[config.mk]
export PLATFORM = sky130hd
export DESIGN_NAME = tc_symbol_decoder
export DESIGN_NICKNAME = d
export VERILOG_FILES = /design/src/rtl/tc_symbol_pkg.sv /design/src/rtl/tc_pol_filter.sv /design/src/rtl/tc_pulse_timer.sv /design/src/rtl/tc_frame_track.sv /design/src/rtl/tc_symbol_decoder.sv
export SDC_FILE = /design/constraint.sdc
export NUM_CORES = 1
export LEC_CHECK = 0
export ABC_AREA = 1
export BUFFER_PORTS_ARGS = -buffer_cell sky130_fd_sc_hd__buf_2
export CAP_MARGIN = 15
export CORE_UTILIZATION = 48
export CTS_BUF_LIST = sky130_fd_sc_hd__clkbuf_4 sky130_fd_sc_hd__clkbuf_8
export DETAILED_ROUTE_END_ITERATION = 10
export HOLD_SLACK_MARGIN = 0.12
export PLACE_DENSITY = 0.67
export REMOVE_ABC_BUFFERS = 1
export SKIP_LAST_GASP = 1
export SLEW_MARGIN = 15
export SYNTH_ARGS = -nofsm -noshare
export SYNTH_HDL_FRONTEND = slang
export SYNTH_SLANG_ARGS = --single-unit
[constraint.sdc]
create_clock -name clk -period 3.23 [get_ports clk]
set_input_delay 0.1615 -clock clk [delete_from_list [all_inputs] [get_ports clk]]
set_output_delay 0.1615 -clock clk [all_outputs]
set_load 0.02 [all_outputs]
[src/rtl/tc_symbol_pkg.sv]
package tc_symbol_pkg;

  typedef enum logic [1:0] {
    SYM_ZERO = 2'd0,
    SYM_ONE  = 2'd1,
    SYM_MARK = 2'd2,
    SYM_ERR  = 2'd3
  } sym_e;

  localparam int unsigned SECS_PER_MIN = 60;

  // two-of-three vote
  function automatic logic maj3(input logic a, input logic b, input logic c);
    return (a & b) | (a & c) | (b & c);
  endfunction

  // width -> symbol; inv selects the convention where the short pulse is the marker
  function automatic sym_e classify(input int unsigned w, input logic inv,
                                    input int unsigned t_min, input int unsigned t_lo,
                                    input int unsigned t_hi, input int unsigned t_max);
    if (w < t_min || w > t_max) return SYM_ERR;
    if (w < t_lo)               return inv ? SYM_MARK : SYM_ZERO;
    if (w < t_hi)               return SYM_ONE;
    return inv ? SYM_ZERO : SYM_MARK;
  endfunction

  function automatic logic [5:0] next_sec(input logic [5:0] s);
    return (s == 6'(SECS_PER_MIN - 1)) ? 6'd0 : s + 6'd1;
  endfunction

  // seconds that must carry a marker: 0 and every index ending in 9
  function automatic logic marker_slot(input logic [5:0] s);
    return (s == 6'd0) || ((s % 6'd10) == 6'd9);
  endfunction

endpackage

[src/rtl/tc_pol_filter.sv]
module tc_pol_filter (
  input  logic clk,
  input  logic rst_n,
  input  logic tick,
  input  logic pol_in,
  output logic pol_db
);
  import tc_symbol_pkg::*;

  logic [1:0] hist;

  always_ff @(posedge clk or negedge rst_n) begin
    if (!rst_n) begin
      hist   <= 2'b00;
      pol_db <= 1'b0;
    end else if (tick) begin
      hist   <= {hist[0], pol_in};
      pol_db <= maj3(hist[1], hist[0], pol_in);
    end
  end

endmodule

[src/rtl/tc_pulse_timer.sv]
module tc_pulse_timer #(
  parameter int unsigned TICKS_PER_SEC = 1000
) (
  input  logic       clk,
  input  logic       rst_n,
  input  logic       tick,
  input  logic       carrier_in,
  input  logic       pol_db,
  output logic       sym_valid,
  output logic [1:0] sym_code
);
  import tc_symbol_pkg::*;

  localparam int unsigned T_MIN = TICKS_PER_SEC / 10;
  localparam int unsigned T_LO  = (TICKS_PER_SEC * 35) / 100;
  localparam int unsigned T_HI  = (TICKS_PER_SEC * 65) / 100;
  localparam int unsigned T_MAX = (TICKS_PER_SEC * 95) / 100;
  localparam int unsigned SAT   = T_MAX + 1;
  localparam int unsigned CW    = $clog2(SAT + 1);

  logic          pulse_now;
  logic          pulse_q;
  logic          pulse_rise;
  logic          pulse_fall;
  logic [CW-1:0] cnt;
  sym_e          code_q;

  assign pulse_now  = pol_db ? carrier_in : ~carrier_in;
  assign pulse_rise = tick &  pulse_now & ~pulse_q;
  assign pulse_fall = tick & ~pulse_now &  pulse_q;

  always_ff @(posedge clk or negedge rst_n) begin
    if (!rst_n) begin
      pulse_q <= 1'b0;
      cnt     <= '0;
    end else if (tick) begin
      pulse_q <= pulse_now;
      if (pulse_rise)
        cnt <= CW'(1);
      else if (pulse_now && cnt != CW'(SAT))
        cnt <= cnt + CW'(1);
    end
  end

  always_ff @(posedge clk or negedge rst_n) begin
    if (!rst_n) begin
      sym_valid <= 1'b0;
      code_q    <= SYM_ZERO;
    end else begin
      sym_valid <= pulse_fall;
      if (pulse_fall)
        code_q <= classify(32'(cnt), pol_db, T_MIN, T_LO, T_HI, T_MAX);
    end
  end

  assign sym_code = code_q;

endmodule

[src/rtl/tc_frame_track.sv]
module tc_frame_track (
  input  logic       clk,
  input  logic       rst_n,
  input  logic       sym_valid,
  input  logic [1:0] sym_code,
  output logic       frame_locked,
  output logic [5:0] sec_idx,
  output logic       lock_lost
);
  import tc_symbol_pkg::*;

  logic       prev_mark;
  logic       is_mark;
  logic [5:0] nxt_sec;
  logic       slot_ok;

  assign is_mark = (sym_code == SYM_MARK);
  assign nxt_sec = next_sec(sec_idx);
  assign slot_ok = (is_mark == marker_slot(nxt_sec));

  always_ff @(posedge clk or negedge rst_n) begin
    if (!rst_n) begin
      frame_locked <= 1'b0;
      sec_idx      <= 6'd0;
      prev_mark    <= 1'b0;
      lock_lost    <= 1'b0;
    end else begin
      lock_lost <= 1'b0;
      if (sym_valid) begin
        prev_mark <= is_mark;
        if (!frame_locked) begin
          if (is_mark && prev_mark) begin
            frame_locked <= 1'b1;
            sec_idx      <= 6'd0;
          end
        end else if (slot_ok) begin
          sec_idx <= nxt_sec;
        end else begin
          frame_locked <= 1'b0;
          sec_idx      <= 6'd0;
          lock_lost    <= 1'b1;
        end
      end
    end
  end

endmodule

[src/rtl/tc_symbol_decoder.sv]
module tc_symbol_decoder #(
  parameter int unsigned TICKS_PER_SEC = 1000
) (
  input  logic       clk,
  input  logic       rst_n,
  input  logic       tick,
  input  logic       carrier_in,
  input  logic       pol_in,
  output logic       sym_valid,
  output logic [1:0] sym_code,
  output logic       frame_locked,
  output logic [5:0] sec_idx,
  output logic       lock_lost
);

  logic pol_db;

  tc_pol_filter u_pol (
    .clk    (clk),
    .rst_n  (rst_n),
    .tick   (tick),
    .pol_in (pol_in),
    .pol_db (pol_db)
  );

  tc_pulse_timer #(.TICKS_PER_SEC(TICKS_PER_SEC)) u_timer (
    .clk        (clk),
    .rst_n      (rst_n),
    .tick       (tick),
    .carrier_in (carrier_in),
    .pol_db     (pol_db),
    .sym_valid  (sym_valid),
    .sym_code   (sym_code)
  );

  tc_frame_track u_frame (
    .clk          (clk),
    .rst_n        (rst_n),
    .sym_valid    (sym_valid),
    .sym_code     (sym_code),
    .frame_locked (frame_locked),
    .sec_idx      (sec_idx),
    .lock_lost    (lock_lost)
  );

endmodule

==> reports/results.txt <==
Post-Synth Simple-Gate Area: 35.1%
CTS root buf: clkbuf_4
Num rows: 20
Peak VDD IR: 0.322 mV
GPL Wtd Cong: 0.878
Worst-skew pair later-pin latency: 0.32 ns
Crit-path max cell delay: 0.48 ns
Starting Density: 51.9%
Outcome: finished clean
Synth Area per Inst: 7.35 sq um
Post-synth EDFFs: 0
Post-DP HPWL: 2540 um
Power Density: 450 mW/mm^2
Final Hold Slack: 0.163 ns
Fmax: 0.464 GHz
Worst path arrival time: 2.37 ns
Io pins: 16
GRT Util Overall: 20.5%
Router iterations before antenna repair: 4
Clk_skew: 0.00852 ns
CTS buffer count: 3
Area growth syn-to-layout: 12.7%
Filler Cell Count: 305
Final #Nets: 253
CP required: 3.45 ns
Max Slew Vio Count: 0
Post-synthesis xor/xnor area fraction: 0.539%
DRC: 0
Multi-input logic area: 827 sq um
RSZ-0062 raised after global routing: no
Die Area: 0.00362 sq mm
Ys flop type: dfrtp_1
Setup violators final: 0
Setup WS post-layout: 1.08 ns
Synth cell types: 28
H-tree depth: 1
Synthesized area: 0.00162 sq mm
Die span in y: 60.2 um
Final worst path period need: 2.15 ns
Leak Pwr: 0.000934 uW
Post-place setup slack: 1.11 ns
Critical path's top delay family: simple AND/OR/NAND/NOR gates
Global-route wire length before repair: 5620 um
Startpoint types: flip-flop
Tightest Hold Check Type: in2reg
Max-Cap Viols: 0
Gr ovfl total: 0
Layout cells sized above 1: 18.4%
Worst-Margin Slew: 0.570 ns
CP Capture Type: flip-flop
FF/Latch Area: 651 sq um
Die extent in x: 60.2 um
Synth async-reset ratio: 100%
Min-delay src: carrier_in
Clock buffer depth: 2
Period utilization: 66.7%
Worst-path fanout max: 7
Mux contribution to synthesized area: 0%
Routed vias: 1465
Cts repair resizes: 0
Post-synthesis sequential area ratio: 40.1%
Clock-pin slew on the worst setup and hold paths: 0.14 ns
Setup TNS: 0 ns
Yosys warns: 0
Reg2reg start: u_frame.sec_idx[0]
Post-DRT Antenna Nets: 0
Clk sink count: 26
Initial antenna violation count: 0
Synth Area in Compound Gates: 12.9%
WP buf/inv: 0
Placed cell area: 0.00175 sq mm
Crit. Startpoint: u_frame.sec_idx[0]
Via-per-instance ratio: 5.09
CP Class: reg2reg
Core ar.: 0.00313 sq mm
Slowest CP cell: dfrtp_1
PortBufs: 15
Avg WL per Cell: 11.2 um
Synth Instances: 221
Finished Cell Area: 0.00183 sq mm
Flop2flop setup slack: 1.08 ns
N_diodes: 0
CTS tree: built
Worst slew margin: 62.0%
Routed WL: 3230 um
Synth Register Bits: 26
CP Cell Sequence: ha_1 -> nand3_1 -> nor2_4 -> o21ai_1 -> nor2_4 -> nand2_2 -> a21oi_1 -> nor2_1 -> nand2_2 -> nand3_2 -> nand4_1 -> nand2_1
Post-Synth Adder-Cell Area: 2.31%
Largest net degree at the start of global routing: 27
Largest family of logic cells by synthesized area: simple AND/OR/NAND/NOR gates
DRT iter0 DRCs: 82
Final-report hold violation count: 0
Number of global-route vias before repair: 1310
cells by family (layout without fill, tap and decap cells):
| group | Yosys count | in the layout |
|---|---|---|
| AOI/OAI and AO/OA | 36 | 36 |
| xor gates and xnor gates | 1 | 1 |
| adders and majority gates | 3 | 3 |
| buffers and inverters | 39 | 62 |
| DFF | 26 | 26 |
| and+or+nand+nor | 116 | 116 |
tightest hold or removal path, delay by kind of cell:
family	cells	cell delay, ns
AND/OR/NAND/NOR	2	0.13
buffers and inverters	1	0.08
XOR/XNOR	1	0.06
cell usage after synthesis (2+ instances only):
master	instances	area, sq um
a31oi_1	3	18.8
nor2_4	3	33.8
a21oi_1	9	45.0
nand4_1	10	62.6
ha_1	3	37.5
inv_1	35	131
nand2_4	2	22.5
nand2_1	46	173
dfrtp_1	26	651
nor3_1	4	20.0
o21bai_1	2	15.0
o21ai_1	3	15.0
nor2_2	3	18.8
nor2_1	22	82.6
inv_2	4	15.0
nand3_1	13	65.1
nand2_2	8	50.1
nand3_2	3	30.0
o21ai_0	13	65.1
cell usage in the layout (no fill, tap or decap), types with 4 or more instances in the layout:
| cell type | count |
|---|---|
| a21oi_1 | 9 |
| buf_2 | 15 |
| dfrtp_1 | 26 |
| dlygate4sd3_1 | 4 |
| inv_1 | 35 |
| inv_2 | 4 |
| nand2_1 | 46 |
| nand2_2 | 8 |
| nand3_1 | 13 |
| nand4_1 | 10 |
| nor2_1 | 22 |
| nor3_1 | 4 |
| o21ai_0 | 13 |
per-layer routing:
layer,share of wire [%],routed length (um),vias to the layer above,global-route usage [%]
met5,0,0,-,0
met1,55,1770,661,30.7
met4,0.37,12,0,3.65
met3,3.7,118,2,4.11
li1,-,-,770,-
met2,41,1330,32,30.6
path summary, 6_finish.rpt:
kind / endpoint / cells past startpoint
max in group asynchronous: u_timer.cnt[2] / 2
worst max-delay path: u_frame.sec_idx[4] / 12
min in group asynchronous: u_frame.prev_mark / 2
worst max register to register: u_frame.sec_idx[4] / 12
worst min register to register: u_pol.hist[0] / 2
worst min-delay path: u_timer.sym_valid / 4
repair_timing:
item	4_1_cts	5_1_grt
hold buffers	4	0
setup buffers	0	0
hold endpoints to repair	30	0
sequential cells by signal (all words and copies together), names as in the netlist:
name,count
u_timer.cnt,10
u_frame.sec_idx,6
u_pol.hist,2
u_timer.sym_code,2
u_frame.frame_locked,1
u_frame.lock_lost,1
u_frame.prev_mark,1
u_pol.pol_db,1
u_timer.pulse_q,1
u_timer.sym_valid,1
final cells by class:
| type | count | area share (%) |
|---|---|---|
| repair buffers | 19 | 6.29 |
| multi-input cells | 156 | 45.2 |
| inverters | 39 | 8.00 |
| flip-flops and latches | 26 | 35.5 |
| clock buffers | 4 | 1.98 |
| well taps | 44 | 3.01 |
per-stage QoR:
stage                     instances  utilization, %  power [uW]
after global placement          280            56.1         664
after detailed placement        280            56.1         665
after CTS                       288            58.5         839
after global routing            288            58.5         883
after floorplan                 221               -         591
final                           288            58.5         823
report_power, final:
group / switching, uW / internal, uW
logic: 148 / 81.6
registers: 51.6 / 380
clock network: 93.0 / 68.9
Power figures use the tool's default switching activity.
